`src/rtl/kbd_i2c_pkg.sv`:
```
package kbd_i2c_pkg;

  // Strobes from the bus sequencer to the datapath
  typedef struct packed {
    logic shiftRx;   // sample one SDA bit into the receive byte
    logic storePtr;  // receive byte becomes the register pointer
    logic loadTx;    // fetch the addressed register into the transmit byte
    logic shiftTx;   // advance the transmit byte by one bit
  } ctrlStrobe_t;

  // Filtered bus events from the datapath to the sequencer
  typedef struct packed {
    logic sclRise;
    logic sclFall;
    logic startSeen;
    logic stopSeen;
    logic sdaNow;
    logic sclNow;
  } busEvent_t;

  localparam logic [7:0] REG_ID     = 8'd0;
  localparam logic [7:0] REG_STATUS = 8'd1;
  localparam logic [7:0] REG_SCAN   = 8'd7;

endpackage

```
`src/rtl/kbd_i2c_data.sv`:
```
module kbd_i2c_data
  import kbd_i2c_pkg::*;
#(
  parameter int DEPTH = 16,
  parameter int FILT_LEN = 3,
  parameter logic [7:0] ID_BYTE = 8'hA5
) (
  input  logic        clk,
  input  logic        rstN,
  input  logic        sclIn,
  input  logic        sdaIn,
  input  logic        codeValid,
  input  logic [7:0]  codeByte,
  input  ctrlStrobe_t stb,
  output busEvent_t   ev,
  output logic [7:0]  rxByte,
  output logic        txBit
);
  localparam int AW = $clog2(DEPTH);
  localparam int CNTW = AW + 1;
  localparam int FW = $clog2(FILT_LEN + 1);

  // ---------------- line conditioning ----------------
  logic [1:0] rawLine;
  logic [1:0] lineF;
  assign rawLine = {sclIn, sdaIn};

  for (genvar g = 0; g < 2; g++) begin : gLine
    logic [1:0]    syncQ;
    logic [FW-1:0] stableCnt;
    logic          filtQ;
    always_ff @(posedge clk) begin
      if (!rstN) begin
        syncQ     <= 2'b11;
        stableCnt <= '0;
        filtQ     <= 1'b1;
      end else begin
        syncQ <= {syncQ[0], rawLine[g]};
        if (syncQ[1] == filtQ) begin
          stableCnt <= '0;
        end else if (stableCnt == FW'(FILT_LEN - 1)) begin
          filtQ     <= syncQ[1];
          stableCnt <= '0;
        end else begin
          stableCnt <= stableCnt + 1'b1;
        end
      end
    end
    assign lineF[g] = filtQ;
  end

  logic sclPrev, sdaPrev;
  always_ff @(posedge clk) begin
    if (!rstN) begin
      sclPrev <= 1'b1;
      sdaPrev <= 1'b1;
    end else begin
      sclPrev <= lineF[1];
      sdaPrev <= lineF[0];
    end
  end

  always_comb begin
    ev.sclNow    = lineF[1];
    ev.sdaNow    = lineF[0];
    ev.sclRise   = lineF[1] & ~sclPrev;
    ev.sclFall   = ~lineF[1] & sclPrev;
    ev.startSeen = lineF[1] & sclPrev & sdaPrev & ~lineF[0];
    ev.stopSeen  = lineF[1] & sclPrev & ~sdaPrev & lineF[0];
  end

  // ---------------- scan-code FIFO ----------------
  logic [7:0]      fifoMem [DEPTH];
  logic [AW-1:0]   wrPtr, rdPtr;
  logic [CNTW-1:0] fillCnt;
  logic            ovfFlag;
  logic [7:0]      regPtr;
  logic            isFull, isEmpty, doPush, doPop, clrOvf;

  assign isFull  = (fillCnt == CNTW'(DEPTH));
  assign isEmpty = (fillCnt == '0);
  assign doPush  = codeValid & ~isFull;
  assign doPop   = stb.loadTx & (regPtr == REG_SCAN) & ~isEmpty;
  assign clrOvf  = stb.loadTx & (regPtr == REG_STATUS);

  always_ff @(posedge clk) begin
    if (doPush) fifoMem[wrPtr] <= codeByte;
  end

  always_ff @(posedge clk) begin
    if (!rstN) begin
      wrPtr   <= '0;
      rdPtr   <= '0;
      fillCnt <= '0;
      ovfFlag <= 1'b0;
    end else begin
      if (doPush) wrPtr <= wrPtr + 1'b1;
      if (doPop)  rdPtr <= rdPtr + 1'b1;
      case ({doPush, doPop})
        2'b10:   fillCnt <= fillCnt + 1'b1;
        2'b01:   fillCnt <= fillCnt - 1'b1;
        default: fillCnt <= fillCnt;
      endcase
      if (codeValid && isFull) ovfFlag <= 1'b1;
      else if (clrOvf)         ovfFlag <= 1'b0;
    end
  end

  // ---------------- shift registers and pointer ----------------
  logic [7:0] txShift, readMux;

  always_comb begin
    case (regPtr)
      REG_ID:     readMux = ID_BYTE;
      REG_STATUS: readMux = {ovfFlag, 7'(fillCnt)};
      REG_SCAN:   readMux = isEmpty ? 8'h00 : fifoMem[rdPtr];
      default:    readMux = 8'h00;
    endcase
  end

  always_ff @(posedge clk) begin
    if (!rstN) begin
      rxByte  <= '0;
      txShift <= '0;
      regPtr  <= '0;
    end else begin
      if (stb.shiftRx)  rxByte <= {rxByte[6:0], lineF[0]};
      if (stb.storePtr) regPtr <= rxByte;
      if (stb.loadTx)       txShift <= readMux;
      else if (stb.shiftTx) txShift <= {txShift[6:0], 1'b0};
    end
  end

  assign txBit = txShift[7];

  // a push into a full FIFO is dropped and flags overflow
  a_r7_full_drop: assert property (@(posedge clk) disable iff (!rstN)
    (codeValid && isFull && !doPop) |=> (fillCnt == CNTW'(DEPTH)) && ovfFlag);
  // popping an empty FIFO leaves it empty
  a_r4_empty_read: assert property (@(posedge clk) disable iff (!rstN)
    (stb.loadTx && regPtr == REG_SCAN && isEmpty && !codeValid) |=> (fillCnt == '0));
  // the filtered SCL level moves only after the synchronized input changes
  a_r11_filter_hold: assert property (@(posedge clk) disable iff (!rstN)
    !$stable(lineF[1]) |-> $past(gLine[1].syncQ[1]) == lineF[1]);

endmodule

```
`src/rtl/kbd_i2c_ctrl.sv`:
```
module kbd_i2c_ctrl
  import kbd_i2c_pkg::*;
#(
  parameter logic [6:0] TARGET_ADDR = 7'h42,
  parameter int PREP_CYCLES = 32
) (
  input  logic        clk,
  input  logic        rstN,
  input  busEvent_t   ev,
  input  logic [7:0]  rxByte,
  input  logic        txBit,
  output ctrlStrobe_t stb,
  output logic        sdaDriveLow,
  output logic        sclDriveLow
);
  localparam int PCW = $clog2(PREP_CYCLES + 1);

  typedef enum logic [2:0] {S_WAIT, S_RX, S_ACK, S_PREP, S_TX, S_TXACK} busState_t;

  busState_t      state;
  logic [3:0]     bitCnt;
  logic [PCW-1:0] prepCnt;
  logic           isAddr, rdMode, ackSeen, addrHit;

  assign addrHit = (rxByte[7:1] == TARGET_ADDR);

  always_ff @(posedge clk) begin
    if (!rstN) begin
      state   <= S_WAIT;
      bitCnt  <= '0;
      prepCnt <= '0;
      isAddr  <= 1'b0;
      rdMode  <= 1'b0;
      ackSeen <= 1'b0;
    end else if (ev.stopSeen) begin
      state <= S_WAIT;
    end else if (ev.startSeen) begin
      state  <= S_RX;
      isAddr <= 1'b1;
      bitCnt <= '0;
    end else begin
      case (state)
        S_RX: begin
          if (ev.sclRise) begin
            bitCnt <= bitCnt + 1'b1;
          end else if (ev.sclFall && bitCnt == 4'd8) begin
            if (!isAddr) begin
              state <= S_ACK;
            end else if (addrHit) begin
              state  <= S_ACK;
              rdMode <= rxByte[0];
            end else begin
              state <= S_WAIT;
            end
          end
        end
        S_ACK: begin
          if (ev.sclFall) begin
            bitCnt <= '0;
            if (!isAddr) begin
              state <= S_WAIT;
            end else if (rdMode) begin
              state   <= S_PREP;
              prepCnt <= '0;
            end else begin
              state  <= S_RX;
              isAddr <= 1'b0;
            end
          end
        end
        S_PREP: begin
          if (prepCnt == PCW'(PREP_CYCLES - 1)) begin
            state  <= S_TX;
            bitCnt <= '0;
          end else begin
            prepCnt <= prepCnt + 1'b1;
          end
        end
        S_TX: begin
          if (ev.sclFall) begin
            if (bitCnt == 4'd7) state <= S_TXACK;
            bitCnt <= bitCnt + 1'b1;
          end
        end
        S_TXACK: begin
          if (ev.sclRise) begin
            ackSeen <= ~ev.sdaNow;
          end else if (ev.sclFall) begin
            if (ackSeen) begin
              state   <= S_PREP;
              prepCnt <= '0;
            end else begin
              state <= S_WAIT;
            end
          end
        end
        default: state <= S_WAIT;
      endcase
    end
  end

  always_comb begin
    stb.shiftRx  = (state == S_RX) & ev.sclRise;
    stb.storePtr = (state == S_RX) & ~isAddr & ev.sclFall & (bitCnt == 4'd8);
    stb.loadTx   = (state == S_PREP) & (prepCnt == '0);
    stb.shiftTx  = (state == S_TX) & ev.sclFall;
  end

  assign sclDriveLow = (state == S_PREP);
  assign sdaDriveLow = (state == S_ACK)
                     | ((state == S_TX) & ~txBit)
                     | ((state == S_PREP) & (prepCnt != '0) & ~txBit);

  // the SDA drive moves only while filtered SCL is low
  a_r9_sda_while_scl_low: assert property (@(posedge clk) disable iff (!rstN)
    !$stable(sdaDriveLow) |-> !ev.sclNow);
  // a stretch begins only once the host has pulled SCL low
  a_r8_stretch_on_low: assert property (@(posedge clk) disable iff (!rstN)
    $rose(sclDriveLow) |-> !ev.sclNow);
  // an address ACK only follows a matching address byte
  a_r1_ack_own_addr: assert property (@(posedge clk) disable iff (!rstN)
    (state == S_ACK && isAddr) |-> addrHit);
  // a host NAK returns the target to waiting with SDA released
  a_r10_nak_release: assert property (@(posedge clk) disable iff (!rstN)
    (state == S_TXACK && ev.sclFall && !ackSeen && !ev.startSeen && !ev.stopSeen)
      |=> (state == S_WAIT) && !sdaDriveLow);

endmodule

```
`src/rtl/kbd_i2c_target.sv`:
```
module kbd_i2c_target
  import kbd_i2c_pkg::*;
#(
  parameter logic [6:0] TARGET_ADDR = 7'h42,
  parameter int DEPTH = 16,
  parameter int FILT_LEN = 3,
  parameter int PREP_CYCLES = 32,
  parameter logic [7:0] ID_BYTE = 8'hA5
) (
  input  logic       clk,
  input  logic       rstN,
  input  logic       sclIn,
  input  logic       sdaIn,
  output logic       sclDriveLow,
  output logic       sdaDriveLow,
  input  logic       codeValid,
  input  logic [7:0] codeByte
);
  ctrlStrobe_t stb;
  busEvent_t   ev;
  logic [7:0]  rxByte;
  logic        txBit;

  kbd_i2c_data #(
    .DEPTH(DEPTH), .FILT_LEN(FILT_LEN), .ID_BYTE(ID_BYTE)
  ) i_data (
    .clk(clk), .rstN(rstN), .sclIn(sclIn), .sdaIn(sdaIn),
    .codeValid(codeValid), .codeByte(codeByte),
    .stb(stb), .ev(ev), .rxByte(rxByte), .txBit(txBit)
  );

  kbd_i2c_ctrl #(
    .TARGET_ADDR(TARGET_ADDR), .PREP_CYCLES(PREP_CYCLES)
  ) i_ctrl (
    .clk(clk), .rstN(rstN), .ev(ev), .rxByte(rxByte), .txBit(txBit),
    .stb(stb), .sdaDriveLow(sdaDriveLow), .sclDriveLow(sclDriveLow)
  );

  // nothing is pulled low in the cycle after reset
  a_r12_idle_after_reset: assert property (@(posedge clk)
    $rose(rstN) |-> !sclDriveLow && !sdaDriveLow);

endmodule

```
`config.mk`:
```
export PLATFORM = sky130hd
export DESIGN_NAME = kbd_i2c_target
export DESIGN_NICKNAME = d
export VERILOG_FILES = /design/src/rtl/kbd_i2c_pkg.sv /design/src/rtl/kbd_i2c_data.sv /design/src/rtl/kbd_i2c_ctrl.sv /design/src/rtl/kbd_i2c_target.sv
export SDC_FILE = /design/constraint.sdc
export NUM_CORES = 1
export LEC_CHECK = 0
export BUFFER_PORTS_ARGS = -buffer_cell sky130_fd_sc_hd__buf_2
export CAP_MARGIN = 20
export CORE_MARGIN = 5
export CORE_UTILIZATION = 37
export DETAILED_ROUTE_END_ITERATION = 10
export RECOVER_POWER = 25
export SYNTH_ARGS = -nofsm -noshare
export SYNTH_HDL_FRONTEND = slang
export SYNTH_SLANG_ARGS = --single-unit
export TNS_END_PERCENT = 50
```
`constraint.sdc`:
```
create_clock -name clk -period 4.6 [get_ports clk]
set_input_delay 0.69 -clock clk [delete_from_list [all_inputs] [get_ports clk]]
set_output_delay 0.69 -clock clk [all_outputs]
set_load 0.01 [all_outputs]
```
==> results.md <==
* Status: complete, no violations
* Slowest CP cell: or3_1
* Cell Rows at 55
* Synth warn at 0
* Sequential share of the synthesized area at 0.620
* Buffer depth of the longest clock path at 2
* Synthesized cell area at 8460 sq um
* PortBufs at 14
* Pwr Density at 379 nW/um^2
* Setup TNS at 0 ns
* Initial DRC count at 379
* Clk slew on worst S/H paths at 0.07 ns
* Syn_nets at 657
* Ys flop type: edfxtp_1
* Ys async rst share at 0
* Hold path startpoint: i_data.gLine[0].syncQ[0]$_SDFF_PN1_
* Max IR drop VDD at 251 uV
* Vias in the first global route at 5,066
* Critical Path Source: i_ctrl.prepCnt[0]$_SDFFE_PN0P_
* Hold buffers post-CTS at 0
* Worst slew margin at 0.259
* Total track usage at 0.138
* Synth Area in Simple Gates at 0.110
* CP required at 4.94 ns
* Starting Density at 0.375
* TritonCTS clock tree: yes
* Crit-path max cell delay at 0.49 ns
* Pin count of the biggest net entering global routing at 44
* Final core area utilization at 0.418
* R2R Path Start: i_ctrl.prepCnt[0]$_SDFFE_PN0P_
* Final Wtd Congestion at 0.855
* CTS root buf: clkbuf_16
* Die height at 161 um
* HP Class: reg2reg
* Vias at 5,051
* Number of flops mapped to enable cells by yosys at 128
* Antenna cells at 0
* Post-Synth Adder-Cell Area at 0.0207
* CP Max Fanout at 13
* RSZ-0062 raised after global routing: false
* Final setup viols at 0
* Vias per cell at 5.39
* Nets at 666
* WL/cell at 18.6 um
* Period utilization at 0.762
* WS Path Type: reg2reg
* Cell count after synthesis at 630
* Core Region at 22,600 sq um
* Post-synthesis register bit count at 198
* First drt pass iteration count at 5
* Area delta synth->final at 11.5%
* Area contributors post-synth: edfxtp_1, dfxtp_1, mux4_2, mux2i_1, nor2_1
* CP dominant cell by count: ha_1
* Compound-cell area share of the yosys netlist at 0.0788
* CTS resizes at 0
* CP cell instances: inv_1 -> ha_1 -> or4b_4 -> or3_1 -> nor3_4 -> buf_4 -> ha_1 -> xor2_1 -> ha_1 -> a21oi_1 -> xor2_1 -> or3_1 -> a21oi_1
* H-tree depth at 4
* Setup crit start kind: flip-flop
* Residual DRC at 0
* Share of the synthesized area in the top cell type at 0.454
* Post-synthesis mux area share at 0.132
* Initial antenna violation count at 0
* Clk_lat worst skew at 0.44 ns
* TritonCTS buffer count at 17
* Post-synth cell types at 64
* Die area at 26,000 sq um
* Final hold violation count at 0
* F_max at 0.285 GHz
* Worst Path Arrival at 3.85 ns
* Static leakage at 3.07 nW
* MaxCap Viol Count at 0
* Area of the multi-input gates at 3010 sq um
* TritonCTS sink count at 198
* Final min period at 3.51 ns
* Layout fillers at 2,029
* Setup Skew at 0.0165 ns
* Routed WL at 17,400 um
* Total gr overflow at 0
* Share of layout cells above drive strength 1 at 0.149
* Slew Viols, Final at 0
* Chip width at 161 um
* Worst-margin pin slew at 1.11 ns
* Largest family of logic cells by synthesized area: multiplexers
* Post-DP HPWL at 11,300 um
* XOR/XNOR share of the synthesized area at 0.0124
* Synth area leader: edfxtp_1
* Storage cell area at 5250 sq um
* Setup bufs post-CTS at 0
* CP Capture Type: flip-flop
* Ports at 15
* Post-DRT Antenna Nets at 0
* First-pass GRT wire length at 27,900 um
* Post-Syn Area per Cell at 13.4 sq um
-- cell type report --
type                    instances  area share
flip-flops and latches        198       0.556
clock inverters                15      0.0182
repair buffers                 22      0.0160
multi-input cells             380       0.319
well taps                     285      0.0378
inverters                      20     0.00796
clock buffers                  17      0.0451
-- synthesized netlist by cell type, types with 7 or more instances --
cell      number
edfxtp_1     128
mux2i_1       37
clkbuf_1      19
o21ai_0       27
buf_2          7
dfxtp_1       70
mux4_2        30
a21oi_1       28
nor3_1        15
nand2b_1      16
inv_1         19
nor2_1        57
ha_1          14
nand3_1       15
or3_1          9
nand2_1       25
-- layout by cell type (no fill, tap or decap), types with 4 or more instances in the layout --
cell type  instances
clkbuf_1           8
nand4_1            5
clkbuf_16         17
inv_6              4
nand3_1           15
nor2_1            57
mux4_2            30
buf_2              6
o22ai_1            4
nor4_1             4
dfxtp_1           69
nand2_1           25
o31ai_1            6
nor3_1            12
a21o_1             4
a22oi_1            4
o211ai_1           5
ha_1              14
mux2_2             6
edfxtp_1         128
buf_4              5
xnor2_1            6
mux2i_1           37
nand2b_1          16
inv_1             19
a21oi_1           28
or3_1              9
xor2_1             6
o21ai_0           27
clkinv_8           4
nor2b_1            5
or4_1              4
-- registers in the layout (all words and copies together) (netlist names), 5 cells and up, named ones only --
register	count
i_data.fifoMem	128
i_data.regPtr	8
i_data.rxByte	8
i_data.txShift	8
i_ctrl.prepCnt	6
i_data.fillCnt	5
-- critical path, delay by kind of cell (launching register included) --
kind            cells  cell delay [ns]
fa+ha+maj           3             0.72
xor+xnor            2             0.34
buf+inv             2             0.32
flops               1             0.33
simple gates        4             1.49
compound gates      2             0.21
-- logic make-up (layout without fill, tap and decap cells) --
family | after synthesis | count (layout)
AO/OA/AOI/OAI | 103 | 103
XOR/XNOR | 12 | 12
adder cells (fa/ha/maj) | 14 | 14
buffers and inverters | 52 | 74
flip-flops | 198 | 198
multiplexers | 73 | 73
AND/OR/NAND/NOR | 178 | 178
-- routing by layer --
layer | part of all wire | vias up | track usage
li1 | - | 2405 | -
met1 | 0.45 | 2532 | 0.178
met2 | 0.50 | 100 | 0.236
met3 | 0.036 | 14 | 0.0324
met4 | 0.010 | 0 | 0.0372
met5 | 0 | - | 0
-- through the flow --
stage | total power, mW | worst slack (ns) | hold WS (ns) | instances | cell area [sq um]
floorplan | 2.08 | 1.33 | 0.386 | 630 | 8460
global placement | 2.13 | 1.24 | 0.391 | 902 | 8790
detailed placement | 2.14 | 1.13 | 0.398 | 903 | 8820
CTS | 3.61 | 1.09 | 0.406 | 935 | 9420
global route | 3.70 | 0.846 | 0.422 | 937 | 9430
finish | 3.57 | 1.09 | 0.404 | 937 | 9430
-- path summary, 6_finish.rpt --
path / to / slack, ns / cells after the start
setup / recovery: i_data.fillCnt[2]$_SDFFE_PN0P_ / 1.09 / 13
setup reg to reg: i_data.fillCnt[2]$_SDFFE_PN0P_ / 1.09 / 13
hold reg to reg: i_data.gLine[0].syncQ[1]$_SDFF_PN1_ / 0.40 / 1
hold / removal: i_data.gLine[0].syncQ[1]$_SDFF_PN1_ / 0.40 / 1
-- power breakdown --
part | switching [mW] | leakage (nW) | internal, mW
clock | 0.739 | 0.290 | 0.736
sequential | 0.0238 | 1.72 | 1.91
combinational | 0.105 | 1.05 | 0.0565
total | 0.868 | 3.07 | 2.71
Power figures use the tool's default switching activity.
